$ cat src/rtl/i2cseq_pkg.sv
package i2cseq_pkg;
    localparam int NREG    = 5;
    localparam int RG_CON  = 0;
    localparam int RG_STAT = 1;
    localparam int RG_OADR = 2;
    localparam int RG_DATA = 3;
    localparam int RG_LC   = 4;

    localparam int CON_ACK  = 7;
    localparam int CON_IEN  = 5;
    localparam int CON_PEND = 4;

    localparam int ST_BUSY = 5;
    localparam int ST_OE   = 4;
    localparam int ST_LAST = 0;

    localparam logic [1:0] MODE_MRX = 2'd2;
    localparam logic [1:0] MODE_MTX = 2'd3;

    typedef enum logic [1:0] {
        OP_START = 2'd0,
        OP_SEND  = 2'd1,
        OP_RECV  = 2'd2,
        OP_STOP  = 2'd3
    } op_e;

    typedef struct packed {
        logic [7:0] con;
        logic [7:0] stat;
        logic [7:0] data;
        logic [7:0] oadr;
        logic [7:0] lc;
        logic       free;
        logic       irq;
    } regs_t;

    function automatic int reg_offset(input int idx);
        return idx * 4;
    endfunction
endpackage

$ cat src/rtl/i2cseq_decode.sv
module i2cseq_decode
    import i2cseq_pkg::*;
#(
    parameter int ADDR_W = 5
) (
    input  logic              bus_sel,
    input  logic [ADDR_W-1:0] bus_addr,
    output logic [NREG-1:0]   hit
);
    for (genvar gi = 0; gi < NREG; gi++) begin : g_hit
        assign hit[gi] = bus_sel && (bus_addr == ADDR_W'(reg_offset(gi)));
    end
endmodule

$ cat src/rtl/i2cseq_req.sv
module i2cseq_req
    import i2cseq_pkg::*;
(
    input  logic       clk,
    input  logic       rst_n,
    input  logic       launch,
    input  op_e        launch_op,
    input  logic [7:0] launch_byte,
    input  logic       done,
    output logic       req,
    output logic [1:0] op,
    output logic [7:0] wbyte
);
    logic       req_d, req_q;
    logic [1:0] op_d, op_q;
    logic [7:0] byte_d, byte_q;

    always_comb begin
        req_d  = req_q;
        op_d   = op_q;
        byte_d = byte_q;
        if (launch) begin
            req_d  = 1'b1;
            op_d   = launch_op;
            byte_d = launch_byte;
        end else if (done) begin
            req_d = 1'b0;
        end
    end

    always_ff @(posedge clk or negedge rst_n) begin
        if (!rst_n) begin
            req_q  <= 1'b0;
            op_q   <= 2'd0;
            byte_q <= 8'd0;
        end else begin
            req_q  <= req_d;
            op_q   <= op_d;
            byte_q <= byte_d;
        end
    end

    assign req   = req_q;
    assign op    = op_q;
    assign wbyte = byte_q;
endmodule

$ cat src/rtl/i2cseq_top.sv
module i2cseq_top
    import i2cseq_pkg::*;
#(
    parameter int ADDR_W = 5
) (
    input  logic              clk,
    input  logic              rst_n,
    input  logic              bus_sel,
    input  logic              bus_wr,
    input  logic [ADDR_W-1:0] bus_addr,
    input  logic [7:0]        bus_wdata,
    output logic [7:0]        bus_rdata,
    output logic              irq,
    output logic              eng_req,
    output logic [1:0]        eng_op,
    output logic [7:0]        eng_wbyte,
    input  logic              eng_done,
    input  logic              eng_nack,
    input  logic [7:0]        eng_rbyte
);
    regs_t           q, n;
    logic [NREG-1:0] hit;
    logic            launch;
    op_e             l_op;
    logic [7:0]      l_byte;
    logic            chain_go, acc_go;
    op_e             acc_op;
    logic            wr_en, rd_en, fin;
    logic [NREG-1:0][7:0] view;
    logic [7:0]      rd_mux;
    logic [7:0]      con_v, stat_v, data_v, oadr_v;

    i2cseq_decode #(.ADDR_W(ADDR_W)) u_dec (
        .bus_sel (bus_sel),
        .bus_addr(bus_addr),
        .hit     (hit)
    );

    i2cseq_req u_req (
        .clk        (clk),
        .rst_n      (rst_n),
        .launch     (launch),
        .launch_op  (l_op),
        .launch_byte(l_byte),
        .done       (eng_done),
        .req        (eng_req),
        .op         (eng_op),
        .wbyte      (eng_wbyte)
    );

    assign wr_en = bus_sel && bus_wr;
    assign rd_en = bus_sel && !bus_wr;
    assign fin   = eng_req && eng_done;

    always_comb begin
        n        = q;
        chain_go = 1'b0;
        acc_go   = 1'b0;
        acc_op   = OP_STOP;
        // completion first
        if (fin) begin
            if (eng_op == OP_START) begin
                if (eng_nack && n.con[CON_ACK]) begin
                    n.stat[ST_LAST] = 1'b1;
                    if (n.con[CON_IEN]) begin
                        n.con[CON_PEND] = 1'b1;
                        n.irq = 1'b1;
                    end
                end else if (n.stat[7:6] == MODE_MRX) begin
                    n.stat[ST_LAST] = 1'b0;
                    n.free   = 1'b0;
                    chain_go = 1'b1;
                end else if (n.con[CON_IEN]) begin
                    n.con[CON_PEND] = 1'b1;
                    n.irq = 1'b1;
                end
            end else if (eng_op != OP_STOP) begin
                if (eng_nack && n.con[CON_ACK]) begin
                    n.stat[ST_LAST] = 1'b1;
                end else if (eng_op == OP_RECV) begin
                    n.data = eng_rbyte;
                end
                if (n.con[CON_IEN]) begin
                    n.con[CON_PEND] = 1'b1;
                    n.irq = 1'b1;
                end
            end
        end
        // register access second
        if (wr_en && hit[RG_CON]) begin
            n.con = {bus_wdata[7:5], q.con[CON_PEND] | n.con[CON_PEND], bus_wdata[3:0]};
            if (n.con[CON_PEND] && !bus_wdata[CON_PEND]) begin
                n.con[CON_PEND] = 1'b0;
                n.irq = 1'b0;
                if (!n.con[CON_IEN]) n.stat[ST_BUSY] = 1'b0;
                if (n.stat[ST_BUSY]) begin
                    if (n.free) begin
                        if (n.stat[7:6] == MODE_MTX || n.stat[7:6] == MODE_MRX) begin
                            n.stat[ST_LAST] = 1'b0;
                            n.free = 1'b0;
                            acc_go = 1'b1;
                            acc_op = (n.stat[7:6] == MODE_MTX) ? OP_SEND : OP_RECV;
                        end
                    end else begin
                        n.con[CON_PEND] = 1'b1;
                        n.irq = 1'b1;
                    end
                end
            end
        end
        if (wr_en && hit[RG_STAT]) begin
            n.stat = {bus_wdata[7:6], n.stat[ST_BUSY], bus_wdata[4:0]};
            if (!bus_wdata[ST_OE]) begin
                n.stat[ST_BUSY] = 1'b0;
                n.free = 1'b1;
                n.irq  = 1'b0;
            end else if (bus_wdata[7]) begin
                if (bus_wdata[ST_BUSY]) begin
                    n.stat[ST_LAST] = 1'b0;
                    n.stat[ST_BUSY] = 1'b1;
                    n.free = 1'b0;
                    acc_go = 1'b1;
                    acc_op = OP_START;
                end else begin
                    acc_go = 1'b1;
                    acc_op = OP_STOP;
                    if (!n.con[CON_PEND]) n.stat[ST_BUSY] = 1'b0;
                    n.free = 1'b1;
                end
            end
        end
        if (wr_en && hit[RG_OADR] && !n.stat[ST_OE]) n.oadr = bus_wdata;
        if (wr_en && hit[RG_DATA] && n.stat[ST_OE]) begin
            n.data = bus_wdata;
            n.free = 1'b1;
            if (n.stat[7:6] == MODE_MTX && n.stat[ST_BUSY] && !n.con[CON_PEND]) begin
                n.stat[ST_LAST] = 1'b0;
                n.free = 1'b0;
                acc_go = 1'b1;
                acc_op = OP_SEND;
            end
        end
        if (wr_en && hit[RG_LC]) n.lc = bus_wdata;
        if (rd_en && hit[RG_DATA]) begin
            n.free = 1'b1;
            if (n.stat[7:6] == MODE_MRX && n.stat[ST_BUSY] && !n.con[CON_PEND]) begin
                n.stat[ST_LAST] = 1'b0;
                n.free = 1'b0;
                acc_go = 1'b1;
                acc_op = OP_RECV;
            end
        end
        // engine arbitration: chained receive first, then access, only if free
        launch = 1'b0;
        l_op   = OP_STOP;
        if (chain_go) begin
            launch = 1'b1;
            l_op   = OP_RECV;
        end else if (acc_go && (!eng_req || eng_done)) begin
            launch = 1'b1;
            l_op   = acc_op;
        end
        l_byte = (l_op == OP_START || l_op == OP_SEND) ? n.data : 8'd0;
    end

    always_ff @(posedge clk or negedge rst_n) begin
        if (!rst_n) begin
            q.con  <= 8'h00;
            q.stat <= 8'h00;
            q.data <= 8'hFF;
            q.oadr <= 8'hFF;
            q.lc   <= 8'h00;
            q.free <= 1'b1;
            q.irq  <= 1'b0;
        end else begin
            q <= n;
        end
    end

    assign view[RG_CON]  = q.con;
    assign view[RG_STAT] = q.stat;
    assign view[RG_OADR] = q.oadr;
    assign view[RG_DATA] = q.data;
    assign view[RG_LC]   = q.lc;

    always_comb begin
        rd_mux = 8'd0;
        for (int i = 0; i < NREG; i++) begin
            if (hit[i]) rd_mux = rd_mux | view[i];
        end
    end

    assign bus_rdata = rd_en ? rd_mux : 8'd0;
    assign irq       = q.irq;
    assign con_v     = q.con;
    assign stat_v    = q.stat;
    assign data_v    = q.data;
    assign oadr_v    = q.oadr;
endmodule

$ cat config.mk
export PLATFORM = sky130hd
export DESIGN_NAME = i2cseq_top
export DESIGN_NICKNAME = d
export VERILOG_FILES = /design/src/rtl/i2cseq_pkg.sv /design/src/rtl/i2cseq_decode.sv /design/src/rtl/i2cseq_req.sv /design/src/rtl/i2cseq_top.sv
export SDC_FILE = /design/constraint.sdc
export NUM_CORES = 1
export LEC_CHECK = 0
export ABC_CLOCK_PERIOD_IN_PS = 4500
export BUFFER_PORTS_ARGS = -buffer_cell sky130_fd_sc_hd__buf_2
export CORE_ASPECT_RATIO = 1.4
export CORE_MARGIN = 1
export CORE_UTILIZATION = 45
export CTS_CLUSTER_SIZE = 8
export DETAILED_ROUTE_END_ITERATION = 8
export GPL_TIMING_DRIVEN = 1
export PLACE_DENSITY = 0.66
export SYNTH_ARGS = -nofsm -noshare
export SYNTH_HDL_FRONTEND = slang
export SYNTH_SLANG_ARGS = --single-unit
$ cat constraint.sdc
create_clock -name clk -period 4.5 [get_ports clk]
set_input_delay 1.35 -clock clk [delete_from_list [all_inputs] [get_ports clk]]
set_output_delay 1.35 -clock clk [all_outputs]
set_load 0.05 [all_outputs]
==> results of run 1 <==
[area by class of cell]
type                       count  area [µm²]  share of cell area
clock buffer                   5        68.8              0.0205
clock inverter                 3        65.1              0.0194
inverter                      18        67.6              0.0201
multi-input combinational    212        1450               0.430
sequential                    53        1350               0.401
tap                           72        90.1              0.0268
timing repair buffer          52         275              0.0819
[registers in the layout (all words and copies together), names as in the netlist, 2 cells and up]
signal,flops
u_req.op,2
q,9
data_v,8
u_req.wbyte,8
stat_v,8
oadr_v,8
con_v,8
[power by group]
part           internal [µW]  switching [µW]  leakage [µW]
Combinational           55.6            82.2      0.000873
Clock                    221             159     0.0000681
Sequential               525            29.2      0.000627
Total                    802             270       0.00157
[cells by family after synthesis]
logic type	count (synthesis)
compound gates	66
simple gates	110
buf+inv	29
flops	53
mux	36
[final timing paths]
check	depth (start not counted)	slack [ns]	startpoint	endpoint
max in group asynchronous	2	2.48	rst_n	data_v[6]
hold reg to reg	2	0.49	q[6]	q[6]
hold / removal	2	0.49	q[6]	q[6]
setup reg to reg	6	1.86	stat_v[6]	u_req.wbyte[4]
setup / recovery	6	0.26	bus_addr[3]	bus_rdata[4]
min in group asynchronous	1	1.23	rst_n	q[3]
[metal layers]
metal  global-route usage  routed length, µm  share of wire
met1                0.300               3200           0.42
met2                0.402               3940           0.52
met3               0.0322                347          0.046
met4               0.0723                138          0.018
met5                    0                  0              0
[per-stage QoR]
| stage | hold WS (ns) | instances | area (µm²) | setup WS [ns] |
|---|---|---|---|---|
| after detailed placement | 0.468 | 407 | 3230 | 0.325 |
| after CTS | 0.492 | 415 | 3360 | 0.310 |
| after floorplan | 0.447 | 294 | 2900 | 0.185 |
| final | 0.488 | 415 | 3360 | 0.261 |
| after global routing | 0.518 | 415 | 3360 | 0.132 |
| after global placement | 0.458 | 407 | 3230 | 0.374 |
[placed cells by master, fill, tap and decap left out, types with 6 or more instances in the layout]
cell type,synthesis,routed
dfstp_2,17,17
nand2_1,51,51
inv_1,18,18
buf_2,1,46
dfrtp_1,36,36
nor2_1,18,18
mux2_2,20,20
o22ai_1,9,9
nand3_1,6,6
buf_4,0,6
a222oi_1,8,8
mux2i_1,16,16
o21a_1,10,10
o21ai_0,16,16
[worst max-delay path, stage by stage]
cell      delay (ns)
buf_2           0.29
nor2b_1         0.28
and2_1          0.34
a222oi_1        0.17
nor2_1          0.16
buf_2           0.29
==> flow_summary.ini, run 1 <==
[status]
run_status = completed

[timing]
fin_crit_sh = 0.942
max_freq_mhz = 236
finalSetupTns_ns = 0
min_period_ns = 4.24
tightest_slew_ns = 1.08
slew_headroom = 0.282
finalHoldViolCount = 0
rsz0062_at_grt = false
setup_viol = 0
skew_ns = 0.00379
slew_viol_final = 0

[clock_network]
path_clk_slew_ns = 0.09
post-cts-setup-buffers = 0
hold_buffers = 0
cts_buffers = 5
cts.sinks = 53
cts_tree = yes
clk_path_buf_depth = 2
cts-root-buf = clkbuf_8
h-tree-depth = 2
ctsResizeCount = 0
clk_latency_ns = 0.30

[final_layout]
nFillCells = 575
fin_util = 0.541
area_growth_pct = 15.7
drive_gt1_frac = 0.303
fin_nets = 369
num_antenna_cells = 0

[pwr]
ir_drop_mv = 0.249
power.density_nw_per_um2 = 319
leakagePower_uw = 0.00157
p_total_uw = 1070

[drt]
drc_errors = 0
vias = 2483
vias_per_cell = 5.98
avgRoutedWirePerCell_um = 18.4
drt.antenna.violating_nets = 0
wl_um = 7620
drt_iter0_drc = 260
dr.pass1.iters = 5

[setup_path]
cp.required_ns = 3.15
path_class = in -> out
crit_arrival_ns = 2.89
worst_setup_path_start_kind = primary input
cp_max_fo = 13
timing.critical_path.to_type = primary output

[global_routing]
grt_max_degree = 49
globalRouteOverflowTotal = 0
grt_pass1_vias = 2437
grt_antenna_before_repair = 0
track_usage = 0.233
grt_pass1_wl_um = 12400

[synth]
synthesis.area_um2 = 2900
yosys.area_share.simple = 0.194
ys_seq_elements = 53
synth_ff_type = dfrtp_1
synth_top_family_by_area = simple AND/OR/NAND/NOR gates
synthTopCellsByCount = 51 x nand2_1, 36 x dfrtp_1, 20 x mux2_2
synth_top_cell_area_share = 0.310
yosysTopAreaCell = dfrtp_1
synthCells = 294
ys_warn_count = 0
syn_nets = 321
synthArstFlopShare = 1.00
seq_area_frac_synth = 0.464
muxShareOfSynthArea = 0.133
avgSynthCellArea_um2 = 9.88
yosysMostFrequentCell = nand2_1
synth_compound_gate_area_share = 0.171
synth-edff-count = 0
ys_types = 50
synth_xor_area_frac = 0
synthAdderAreaFrac = 0
synth_area_leaders = dfrtp_1 31%, dfstp_2 15%, mux2_2 7.8%

[floorplan]
row_count = 34
start_util = 0.468
pin_count = 47
die-area_um2 = 6780
die_h_um = 97.1
die_x_um = 69.9
core_um2 = 6210

[placement]
gp_congestion = 0.949
port-buffer-count = 46
hpwl_um = 5660

[hold_path]
hold_class = reg -> reg

[flow_run]
cap_viol_max_count = 0
(Power assumes the default switching activity.)
==> run 2, diff against run 1 <==
--- a/config.mk
+++ b/config.mk
@@ -5,6 +5,7 @@
 export SDC_FILE = /design/constraint.sdc
 export NUM_CORES = 1
 export LEC_CHECK = 0
+export ABC_AREA = 1
 export ABC_CLOCK_PERIOD_IN_PS = 4500
 export BUFFER_PORTS_ARGS = -buffer_cell sky130_fd_sc_hd__buf_2
 export CORE_ASPECT_RATIO = 1.4
==> flow_summary.ini, run 2 <==
[timing]
slew_viol_final = 0
min_period_ns = 4.17
tightest_slew_ns = 0.944
finalSetupTns_ns = 0
max_freq_mhz = 240
rsz0062_at_grt = false
fin_hold_ws_ns = 0.495
fin_crit_sh = 0.926
setup_viol = 0
finalHoldViolCount = 0
skew_ns = 0.0109
slew_headroom = 0.370

[synth]
synth_ff_type = dfrtp_1
seq_area_frac_synth = 0.478
synthTopCellsByCount = 92 x nand2_1, 39 x o21ai_0, 38 x inv_1
synthCells = 344
yosysMostFrequentCell = nand2_1
yosysTopAreaCell = dfrtp_1
synth_top_cell_area_share = 0.320
ys_seq_elements = 53
syn_nets = 371
synth_compound_gate_area_share = 0.158
muxShareOfSynthArea = 0
synth_xor_area_frac = 0
synth_top_family_by_area = simple AND/OR/NAND/NOR gates
synth_area_leaders = dfrtp_1 32%, dfstp_2 16%, nand2_1 12%
synthArstFlopShare = 1.00
ys_types = 34
synthAdderAreaFrac = 0
synth-edff-count = 0
avgSynthCellArea_um2 = 8.19
yosys.area_share.simple = 0.289
synthesis.area_um2 = 2820
ys_warn_count = 0

[pwr]
switching_share = 0.302
combPwrFrac = 0.161
leakagePower_uw = 0.00170
ir_drop_mv = 0.176
power.switching_uw = 319
power_frac_seq = 0.534
power.density_nw_per_um2 = 326
clockPowerShare = 0.305
p_int_uw = 739

[global_routing]
grt_max_degree = 43
globalRouteOverflowTotal = 0
grt_pass1_wl_um = 11200
track_usage = 0.234
grt_antenna_before_repair = 0
grt_pass1_vias = 2379

[setup_path]
timing.critical_path.to_type = primary output
crit_end = bus_rdata[0]
path_class = in -> out
r2r_slack_ns = 2.39
crit_start = bus_addr[1]
reg2reg_to = u_req.op[1]
crit_arrival_ns = 2.82
cp_max_fo = 8
reg2reg_depth = 16
cp.required_ns = 3.15
r2r-start = stat_v[6]
worst_setup_path_start_kind = primary input

[placement]
port-buffer-count = 46
hpwl_um = 5140
gp_congestion = 0.870

[drt]
wl_um = 6830
drt_iter0_drc = 151
drc_errors = 0
vias_per_cell = 5.31
avgRoutedWirePerCell_um = 14.7
dr.pass1.iters = 4
drt.antenna.violating_nets = 0
vias = 2469

[final_layout]
drive_gt1_frac = 0.271
num_antenna_cells = 0
largest_reg_flops = 9
final_cell_mix = 92 x nand2_1, 46 x buf_2, 39 x o21ai_0, 38 x inv_1, 36 x dfrtp_1
fin_nets = 421
largest_register = q
area_growth_pct = 15.0
layout_commonest_cell = nand2_1

[clock_network]
post-cts-setup-buffers = 0
cts-root-buf = clkbuf_8
clk_latency_ns = 0.32
hold_buffers = 0
ctsResizeCount = 0
clk_path_buf_depth = 2
cts_tree = yes
cts.sinks = 53
cts_buffers = 5
h-tree-depth = 2
path_clk_slew_ns = 0.10

[hold_path]
hold_class = reg -> reg

[floorplan]
start_util = 0.474
die-area_um2 = 6590
pin_count = 47
core_um2 = 5950
die_x_um = 68.9
row_count = 33
die_h_um = 95.6

[status]
run_status = completed

[flow_run]
cap_viol_max_count = 0
[run 2: stage by stage]
stage	total power (µW)	worst slack, ns	cell area (µm²)	util	cells
6_report	1060	0.333	3240	0.545	465
5_1_grt	1110	0.210	3240	0.545	465
2_1_floorplan	680	0.102	2820	-	344
4_1_cts	1070	0.337	3240	0.545	465
3_5_place_dp	745	0.342	3130	0.527	457
3_3_place_gp	740	0.388	3130	0.527	457
[run 2: worst max-delay path: stages]
cell and delay (ns):
buf_2 0.10, nor2_2 0.19, nand2_2 0.13, nor2_1 0.11
inv_1 0.06, nor2_1 0.11, buf_4 0.18, a22oi_1 0.09
a21oi_1 0.19, buf_2 0.30
[run 2: kinds of logic after synthesis]
group	after synthesis
buffers and inverters	52
flip-flops	53
AO/OA/AOI/OAI	74
AND/OR/NAND/NOR	165
[run 2: how the worst min path moves through the flow]
stage / start / end / cells after the start
CTS: oadr_v[5] / oadr_v[5] / 2
global placement: q[8] / q[8] / 2
floorplan: stat_v[1] / stat_v[1] / 2
finish: oadr_v[5] / oadr_v[5] / 2
global route: oadr_v[0] / oadr_v[0] / 2
detailed placement: q[7] / q[7] / 2
[run 2: layer usage]
layer	part of all wire	up-vias	global-route usage	wire length [µm]
met1	0.44	1159	0.309	3040
met3	0.041	16	0.0371	283
met2	0.48	64	0.371	3310
met5	0	-	0	0
li1	-	1230	-	-
met4	0.029	0	0.105	199
[run 2: power groups by stage]
stage               Combinational (µW)  Sequential (µW)  Clock, µW
floorplan                         95.5              584          0
global placement                   167              573          0
detailed placement                 171              574          0
CTS                                171              565        329
global route                       193              571        348
finish                             171              565        322
[run 2: area by class of cell]
type | count | area (µm²)
fill | 588 | 2700
sequential | 53 | 1350
multi-input combinational | 239 | 1260
timing repair buffer | 52 | 275
inverter | 43 | 161
clock buffer | 6 | 93.8
tap | 70 | 87.6
clock inverter | 2 | 17.5
==> run 3, diff against run 2 <==
--- a/config.mk
+++ b/config.mk
@@ -6,7 +6,7 @@
 export NUM_CORES = 1
 export LEC_CHECK = 0
 export ABC_AREA = 1
-export ABC_CLOCK_PERIOD_IN_PS = 4500
+export ABC_CLOCK_PERIOD_IN_PS = 4800
 export BUFFER_PORTS_ARGS = -buffer_cell sky130_fd_sc_hd__buf_2
 export CORE_ASPECT_RATIO = 1.4
 export CORE_MARGIN = 1
@@ -15,6 +15,7 @@
 export DETAILED_ROUTE_END_ITERATION = 8
 export GPL_TIMING_DRIVEN = 1
 export PLACE_DENSITY = 0.66
+export SLEW_MARGIN = 20
 export SYNTH_ARGS = -nofsm -noshare
 export SYNTH_HDL_FRONTEND = slang
 export SYNTH_SLANG_ARGS = --single-unit
==> constraint.sdc (replaced) <==
create_clock -name clk -period 4.8 [get_ports clk]
set_input_delay 1.44 -clock clk [delete_from_list [all_inputs] [get_ports clk]]
set_output_delay 1.44 -clock clk [all_outputs]
set_load 0.05 [all_outputs]
==> flow_summary.ini, run 3 (synthesized netlist as in run 2, its figures left out) <==
[status]
run_status = completed

[clock_network]
cts.sinks = 53
cts-root-buf = clkbuf_8
ctsResizeCount = 0
clk_path_buf_depth = 2
hold_buffers = 0
post-cts-setup-buffers = 0
path_clk_slew_ns = 0.09
h-tree-depth = 2
cts_buffers = 5
cts_tree = yes
clk_latency_ns = 0.32

[final_layout]
fin_nets = 421
largest_register = q
area_growth_pct = 14.6
largest_reg_flops = 9
final_cell_mix = 92 x nand2_1, 46 x buf_2, 39 x o21ai_0, 38 x inv_1, 36 x dfrtp_1
drive_gt1_frac = 0.271
layoutNonFillerInstCount = 465
num_antenna_cells = 0
layout_commonest_cell = nand2_1
final_area_um2 = 3230

[setup_path]
r2r_slack_ns = 2.70
timing.critical_path.to_type = primary output
path_class = in -> out
cp.required_ns = 3.36
r2r-start = stat_v[6]
crit_end = bus_rdata[2]
reg2reg_to = u_req.op[1]
worst_setup_path_start_kind = primary input
cp_max_fo = 8
crit_start = bus_addr[1]
reg2reg_depth = 16
crit_arrival_ns = 2.87

[timing]
skew_ns = 0.0102
max_freq_mhz = 232
rsz0062_at_grt = false
finalSetupTns_ns = 0
tightest_slew_ns = 0.960
min_period_ns = 4.31
setup_viol = 0
slew_viol_final = 0
finalHoldViolCount = 0
slew_headroom = 0.360
fin_hold_ws_ns = 0.494
fin_crit_sh = 0.898

[floorplan]
row_count = 33
die_h_um = 95.6
die-area_um2 = 6590
die_x_um = 68.9
pin_count = 47
start_util = 0.474
core_um2 = 5950

[global_routing]
grt_pass1_vias = 2334
track_usage = 0.232
grt_pass1_wl_um = 11100
globalRouteOverflowTotal = 0
grt_antenna_before_repair = 0
grt_max_degree = 44

[drt]
avgRoutedWirePerCell_um = 14.5
dr.pass1.iters = 4
vias_per_cell = 5.21
vias = 2424
drt.antenna.violating_nets = 0
wl_um = 6720
drc_errors = 0
drt_iter0_drc = 168

[flow_run]
cap_viol_max_count = 0

[pwr]
leakagePower_uw = 0.00170
power.density_nw_per_um2 = 298
ir_drop_mv = 0.171

[placement]
gp_congestion = 0.884
port-buffer-count = 46
place_area_um2 = 3130
dp.cells = 457
hpwl_um = 5110

[hold_path]
hold_class = reg -> reg
[run 3: changes by cell type in the layout (fill, tap and decap cells not counted), sizes merged]
cell and delta:
clkinv +1, inv -1
[run 3: layout make-up]
cell class	instances	area (µm²)
Sequential cell	53	1350
Fill cell	584	2710
Clock buffer	6	82.6
Timing Repair Buffer	52	275
Multi-Input combinational cell	239	1260
Clock inverter	2	17.5
Tap cell	70	87.6
Inverter	43	161
[run 3: stage by stage]
stage | total power [µW] | utilization | setup slack [ns]
final | 964 | 0.544 | 0.490
after global routing | 1010 | 0.544 | 0.355
after CTS | 972 | 0.544 | 0.481
after detailed placement | 698 | 0.527 | 0.485
after global placement | 694 | 0.527 | 0.546
after floorplan | 637 | - | 0.222
[run 3: critical path, stage by stage]
cell	delay [ns]
buf_2	0.10
nor2_2	0.19
nand2_2	0.14
nor2_1	0.11
inv_1	0.06
nor2_1	0.10
buf_4	0.17
nand2_1	0.06
a31oi_1	0.20
buf_2	0.30
[run 3: where the power goes]
| part | total, µW | switching [µW] | internal, µW |
|---|---|---|---|
| combinational | 159 | 107 | 51.4 |
| clock | 275 | 155 | 120 |
| sequential | 530 | 27.5 | 503 |
| total | 964 | 290 | 674 |
[run 3: worst min path at each step]
stage	from	to	slack (ns)	cells past startpoint
3_3_place_gp	q[8]	q[8]	0.47	2
5_1_grt	oadr_v[0]	oadr_v[0]	0.52	2
6_report	q[6]	q[6]	0.49	2
3_5_place_dp	q[6]	q[6]	0.47	2
2_1_floorplan	stat_v[1]	stat_v[1]	0.45	2
4_1_cts	q[6]	q[6]	0.50	2
[run 3: layer usage]
metal  global-route usage  vias to the layer above  share of wire
met5                    0                        -              0
met4               0.0510                        0          0.011
met3               0.0455                        9          0.046
met2                0.396                       65           0.50
met1                0.296                     1117           0.45
li1                     -                     1233              -
